**src/rtl/dacfe_pkg.sv**
```systemverilog
package dacfe_pkg;
  typedef struct packed {
    logic inLoad;   // staging register transparent
    logic dacLoad;  // code register transparent
    logic dacZero;  // zero override active
  } ctlStrobes_t;
endpackage

```
**src/rtl/dacfe_sync.sv**
```systemverilog
module dacfe_sync #(
  parameter int unsigned W = 1,
  parameter int unsigned STAGES = 2,
  parameter logic [W-1:0] RST_VAL = '0
) (
  input  logic         clk,
  input  logic         rstN,
  input  logic [W-1:0] din,
  output logic [W-1:0] dout
);
  logic [W-1:0] stage [STAGES];

  for (genvar i = 0; i < STAGES; i++) begin : g_stage
    if (i == 0) begin : g_first
      always_ff @(posedge clk or negedge rstN) begin
        if (!rstN) stage[i] <= RST_VAL;
        else       stage[i] <= din;
      end
    end else begin : g_next
      always_ff @(posedge clk or negedge rstN) begin
        if (!rstN) stage[i] <= RST_VAL;
        else       stage[i] <= stage[i-1];
      end
    end
  end

  assign dout = stage[STAGES-1];
endmodule

```
**src/rtl/dacfe_ctl.sv**
```systemverilog
module dacfe_ctl
  import dacfe_pkg::*;
#(
  parameter int unsigned DW = 8,
  parameter int unsigned MIN_WR_CLKS = 9,
  parameter int unsigned MIN_SETUP_CLKS = 9
) (
  input  logic          clk,
  input  logic          rstN,
  input  logic          selS,
  input  logic          wrS,
  input  logic          xferS,
  input  logic          zeroS,
  input  logic [DW-1:0] dataS,
  output ctlStrobes_t   strb,
  output logic          timingErr
);
  localparam int unsigned WCW = $clog2(MIN_WR_CLKS + 1);
  localparam int unsigned SCW = $clog2(MIN_SETUP_CLKS + 1);
  localparam logic [WCW-1:0] WR_LIM = WCW'(MIN_WR_CLKS);
  localparam logic [SCW-1:0] SU_LIM = SCW'(MIN_SETUP_CLKS);

  logic           wrPrev;
  logic           openPrev;
  logic [DW-1:0]  dataPrev;
  logic [WCW-1:0] wrLowCnt;
  logic [SCW-1:0] stableCnt;
  logic           wrRise;
  logic           shortPulse;
  logic           shortSetup;

  always_comb begin
    strb.inLoad  = !selS && !wrS;
    strb.dacLoad = !xferS && !wrS;
    strb.dacZero = !zeroS;
  end

  assign wrRise     = wrS && !wrPrev;
  assign shortPulse = wrLowCnt < WR_LIM;
  assign shortSetup = openPrev && (stableCnt < SU_LIM);

  always_ff @(posedge clk or negedge rstN) begin
    if (!rstN) begin
      wrPrev    <= 1'b1;
      openPrev  <= 1'b0;
      dataPrev  <= '0;
      wrLowCnt  <= '0;
      stableCnt <= '0;
      timingErr <= 1'b0;
    end else begin
      wrPrev   <= wrS;
      openPrev <= !selS || !xferS;
      dataPrev <= dataS;
      if (wrS)                   wrLowCnt <= '0;
      else if (wrLowCnt != WR_LIM) wrLowCnt <= wrLowCnt + 1'b1;
      if (dataS != dataPrev)     stableCnt <= '0;
      else if (stableCnt != SU_LIM) stableCnt <= stableCnt + 1'b1;
      if (wrRise && (shortPulse || shortSetup)) timingErr <= 1'b1;
    end
  end

  AST_ERR_STICKY: assert property (@(posedge clk) disable iff (!rstN)
    timingErr |=> timingErr);

  AST_FULL_PULSE_NO_ERR: assert property (@(posedge clk) disable iff (!rstN)
    (!timingErr && wrRise && wrLowCnt == WR_LIM && !openPrev) |=> !timingErr);
endmodule

```
**src/rtl/dacfe_dp.sv**
```systemverilog
module dacfe_dp
  import dacfe_pkg::*;
#(
  parameter int unsigned DW = 8
) (
  input  logic          clk,
  input  logic          rstN,
  input  ctlStrobes_t   strb,
  input  logic [DW-1:0] dataIn,
  output logic [DW-1:0] codeOut
);
  logic [DW-1:0] stageReg;
  logic [DW-1:0] stageNext;
  logic [DW-1:0] codeReg;

  assign stageNext = strb.inLoad ? dataIn : stageReg;

  always_ff @(posedge clk or negedge rstN) begin
    if (!rstN) begin
      stageReg <= '0;
      codeReg  <= '0;
    end else begin
      stageReg <= stageNext;
      if (strb.dacZero)      codeReg <= '0;
      else if (strb.dacLoad) codeReg <= stageNext;
    end
  end

  assign codeOut = codeReg;

  AST_ZERO_WINS: assert property (@(posedge clk) disable iff (!rstN)
    strb.dacZero |=> (codeOut == '0));

  AST_STAGE_HOLD: assert property (@(posedge clk) disable iff (!rstN)
    !strb.inLoad |=> $stable(stageReg));

  AST_CODE_HOLD: assert property (@(posedge clk) disable iff (!rstN)
    (!strb.dacLoad && !strb.dacZero) |=> $stable(codeOut));

  AST_FLOW_THROUGH: assert property (@(posedge clk) disable iff (!rstN)
    (strb.inLoad && strb.dacLoad && !strb.dacZero) |=> (codeOut == $past(dataIn)));
endmodule

```
**src/rtl/dac_dbuf_front.sv**
```systemverilog
module dac_dbuf_front
  import dacfe_pkg::*;
#(
  parameter int unsigned DW = 8,
  parameter int unsigned SYNC_STAGES = 2,
  parameter int unsigned MIN_WR_CLKS = 9,
  parameter int unsigned MIN_SETUP_CLKS = 9
) (
  input  logic          clk,
  input  logic          rstN,
  input  logic          selN,
  input  logic          wrN,
  input  logic          xferN,
  input  logic          zeroN,
  input  logic [DW-1:0] busData,
  output logic [DW-1:0] dacCode,
  output logic          timingErr
);
  localparam int unsigned NCTL = 4;

  logic [NCTL-1:0] ctlRaw;
  logic [NCTL-1:0] ctlSync;
  logic [DW-1:0]   dataSync;
  ctlStrobes_t     strb;

  assign ctlRaw = {zeroN, xferN, wrN, selN};

  dacfe_sync #(.W(NCTL), .STAGES(SYNC_STAGES), .RST_VAL({NCTL{1'b1}})) u_ctlSync (
    .clk(clk), .rstN(rstN), .din(ctlRaw), .dout(ctlSync));

  dacfe_sync #(.W(DW), .STAGES(SYNC_STAGES), .RST_VAL({DW{1'b0}})) u_dataSync (
    .clk(clk), .rstN(rstN), .din(busData), .dout(dataSync));

  dacfe_ctl #(.DW(DW), .MIN_WR_CLKS(MIN_WR_CLKS), .MIN_SETUP_CLKS(MIN_SETUP_CLKS)) u_ctl (
    .clk(clk), .rstN(rstN),
    .selS(ctlSync[0]), .wrS(ctlSync[1]), .xferS(ctlSync[2]), .zeroS(ctlSync[3]),
    .dataS(dataSync), .strb(strb), .timingErr(timingErr));

  dacfe_dp #(.DW(DW)) u_dp (
    .clk(clk), .rstN(rstN), .strb(strb), .dataIn(dataSync), .codeOut(dacCode));
endmodule

```
**config.mk**
```make
export PLATFORM = sky130hd
export DESIGN_NAME = dac_dbuf_front
export DESIGN_NICKNAME = d
export VERILOG_FILES = /design/src/rtl/dacfe_pkg.sv /design/src/rtl/dacfe_sync.sv /design/src/rtl/dacfe_ctl.sv /design/src/rtl/dacfe_dp.sv /design/src/rtl/dac_dbuf_front.sv
export SDC_FILE = /design/constraint.sdc
export NUM_CORES = 1
export LEC_CHECK = 0
export BUFFER_PORTS_ARGS = -buffer_cell sky130_fd_sc_hd__buf_4
export CORE_UTILIZATION = 45
export CTS_CLUSTER_SIZE = 28
export DETAILED_ROUTE_END_ITERATION = 10
export PLACE_DENSITY_LB_ADDON = 0.25
export SYNTH_ARGS = -nofsm -noshare
export SYNTH_HDL_FRONTEND = slang
export SYNTH_SLANG_ARGS = --single-unit
```
**constraint.sdc**
```tcl
create_clock -name clk -period 4.27 [get_ports clk]
set_clock_uncertainty 0.15 [all_clocks]
set_input_delay 0.427 -clock clk [delete_from_list [all_inputs] [get_ports clk]]
set_output_delay 0.427 -clock clk [all_outputs]
set_load 0.01 [all_outputs]
```
==> impl_metrics.yaml <==
power:
  powerDensity_nw_per_um2: 495.6
  combPwrFrac_pct: 6.1
  ir_drop_mv: 0.2798
  p_switching_mw: 0.2592
  power_leakage_nw: 1.195
  swShare_pct: 20.64
  p_int_mw: 0.9965
  clockPowerShare_pct: 44.7
  seq_power_share_pct: 49.2
floorplan:
  dieArea_um2: 4917
  die_y_um: 70.12
  std_cell_rows: 24
  dieWidth_um: 70.12
  ios: 23
  initial_core_util_pct: 47.31
  core_um2: 4414
detailed_routing:
  drtPass1Iterations: 4
  drtIter0Drc: 80
  postRouteAntennaNets: 0
  drc: 0
  vias: 1083
  wl_per_cell_um: 15.19
  totalWireLength_mm: 3.372
  avgViaCountPerCell: 4.878
synth:
  ys_seq_elements: 59
  synth-compound-area-share_pct: 5.752
  synth-simple-area-share_pct: 6.052
  ys.warnings.count: 0
  synth_nets: 153
  avgSynthCellArea_um2: 15.70
  postSynthCellCount: 133
  synth_fa_ha_area_share_pct: 3.595
  synth_top_family_by_area: "multiplexers"
  synth-xor-area-share_pct: 5.033
  synth.cell_area_um2: 2088
  synthMuxAreaShare_pct: 6.711
  ys_seq_area_share_pct: 71.24
  synth_cell_type_count: 23
clock_network:
  holdBufCountCts: 0
  clk_latency_ns: 0.33
  tritoncts: "yes"
  cts_buffers: 9
  cts_buffer_depth: 2
  htreeDepth: 3
  post_cts_resized: 0
  postCtsSetupBuffers: 0
  cts_root_buf: "clkbuf_8"
  clk_pin_slew_worst_paths_ns: 0.06
  clock_sinks: 59
placed_design:
  gp_congestion: 0.7088
  dp_slack_ns: 2.676
  portBuffers: 22
  dp_hpwl_mm: 2.215
  dpl_cell_area_um2: 2307
setup_path:
  crit_fanout: 4
  path_class: "reg2reg"
  required_ns: 4.37
  slowest_stage: "nor4_1"
  setup.worst_path.end_class: "flop"
  crit_arrival_ns: 1.72
  crit_path_cell_trace: "xor2_1 -> nor4_1 -> nand2_1 -> a21oi_1"
  worst_setup_path_start_kind: "flop"
  max_stage_delay_ns: 0.46
global_route:
  grt_overflow: 0
  grt_start_max_net_pins: 60
  groute.usage.overall_pct: 16.26
  grt_pass1_wl_mm: 5.754
  grt_antenna_before_repair: 0
  grt_pass1_vias: 1227
final_layout:
  drive_gt1_share_pct: 34.12
  area_delta_synth_final_pct: 21.33
  postLayoutCellArea_um2: 2534
  nets: 185
  post-route-util_pct: 57.40
  fillers: 370
  antenna_cells: 0
  multiInputGateArea_um2: 566.8
  seqCellArea_um2: 1488
outcome:
  status: "completed"
timing:
  final.setup.tns_ns: 0
  setup_viol: 0
  finalHoldViolations: 0
  hold-worst-slack_ns: 0.006638
  setup_slack_ns: 2.657
  worst_pin_slew_ns: 0.7072
  period_needed_ns: 1.613
  fin_crit_sh_pct: 37.79
  max_freq_mhz: 619.8
  drv_slew: 0
  rsz0062_at_grt: "false"
  maxSlewHeadroom_pct: 52.85
min_path:
  hp-class: "in2async"
run:
  drv_cap: 0
path summary, 6_finish.rpt:
kind / endpoint / startpoint / cells past startpoint / slack, ns
worst max-delay path: u_ctl.stableCnt[1] / u_dataSync.dout[5] / 4 / 2.66
worst min-delay path: u_ctl.wrLowCnt[3] / rstN / 1 / 0.007
worst max register to register: u_ctl.stableCnt[1] / u_dataSync.dout[5] / 4 / 2.66
worst min register to register: u_dataSync.dout[7] / u_dataSync.stage[15] / 0 / 0.20
max in group asynchronous: u_dp.codeOut[1] / rstN / 1 / 3.50
min in group clk: u_ctlSync.stage[7] / zeroN / 1 / 0.05
routing by layer:
layer	GRT usage [%]	wire length, um	share of wire (%)	vias up
li1	-	-	-	508
met1	19.39	1508	45	544
met2	25.00	1682	50	21
met3	4.473	88	2.6	10
met4	12.44	92	2.7	0
met5	0	0	0	-
cells in the mapped netlist (all sizes together):
cell     n  area (um2)
a21oi    4       20.02
a22o     8       70.07
buf      1       11.26
dfrtp   50        1251
dfstp    9       236.5
ha       6       75.07
inv      6       22.52
mux2     8       120.1
mux2i    2       20.02
nand2    5       18.77
nand2b   2       12.51
nand3    2       10.01
nand3b   1       7.510
nor2     8       46.30
nor3b    1       12.51
nor4     2       12.51
o21a     1       7.510
o21ai    3       15.01
o21bai   1       7.510
or2      1       6.260
xnor2    2       17.52
xor2    10       87.58
cell families after synthesis:
kind of cell | Yosys count
flip-flops | 59
XOR/XNOR | 12
buffers and inverters | 7
multiplexers | 10
adder cells (fa/ha/maj) | 6
AND/OR/NAND/NOR | 22
AO/OA/AOI/OAI | 17
sequential cells by signal (all words and copies together) (netlist names), 4 cells and up:
register	cells
u_ctl.dataPrev	8
u_ctl.stableCnt	4
u_ctl.wrLowCnt	4
u_ctlSync.dout	4
u_ctlSync.stage	4
u_dataSync.dout	8
u_dataSync.stage	8
u_dp.codeOut	8
u_dp.stageReg	8
worst max-delay path: cells and delay by family (launching register included):
kind,cells,cell delay (ns)
AND/OR/NAND/NOR,2,0.66
flip-flops,1,0.40
XOR/XNOR,1,0.17
AO/OA/AOI/OAI,1,0.16
cell usage in the layout, fill, tap and decap left out, drive strengths merged:
master	netlist	final
nand2b	2	2
inv	6	6
dfrtp	50	50
clkinv	0	3
bufinv	0	2
or2	1	1
xor2	10	10
nand3b	1	1
mux2i	2	2
o21bai	1	1
nor2	8	8
a21oi	4	4
xnor2	2	2
ha	6	6
a22o	8	8
o21ai	3	3
nor3b	1	1
nand2	5	5
buf	1	22
clkbuf	0	11
dfstp	9	9
nand3	2	2
nor4	2	2
mux2	8	8
o21a	1	1
power groups by stage:
stage,sequential (mW),clock [mW],combinational [mW]
after floorplan,0.623,0,0.0434
after global placement,0.627,0,0.0740
after detailed placement,0.628,0,0.0784
after CTS,0.619,0.579,0.0786
after global routing,0.622,0.603,0.0856
final,0.618,0.561,0.0766
final cells by class:
type | count | share of cell area [%]
flip-flops and latches | 59 | 58.72
multi-input cells | 67 | 22.37
repair buffers | 22 | 6.519
clock buffers | 11 | 5.975
clock inverters | 5 | 2.963
well taps | 52 | 2.568
inverters | 6 | 0.8889
per-stage QoR:
| stage | power, mW | cells |
|---|---|---|
| floorplan | 0.6664 | 133 |
| global placement | 0.7009 | 206 |
| detailed placement | 0.7065 | 206 |
| CTS | 1.276 | 222 |
| global route | 1.310 | 222 |
| finish | 1.256 | 222 |
Power figures use the tool's default switching activity.
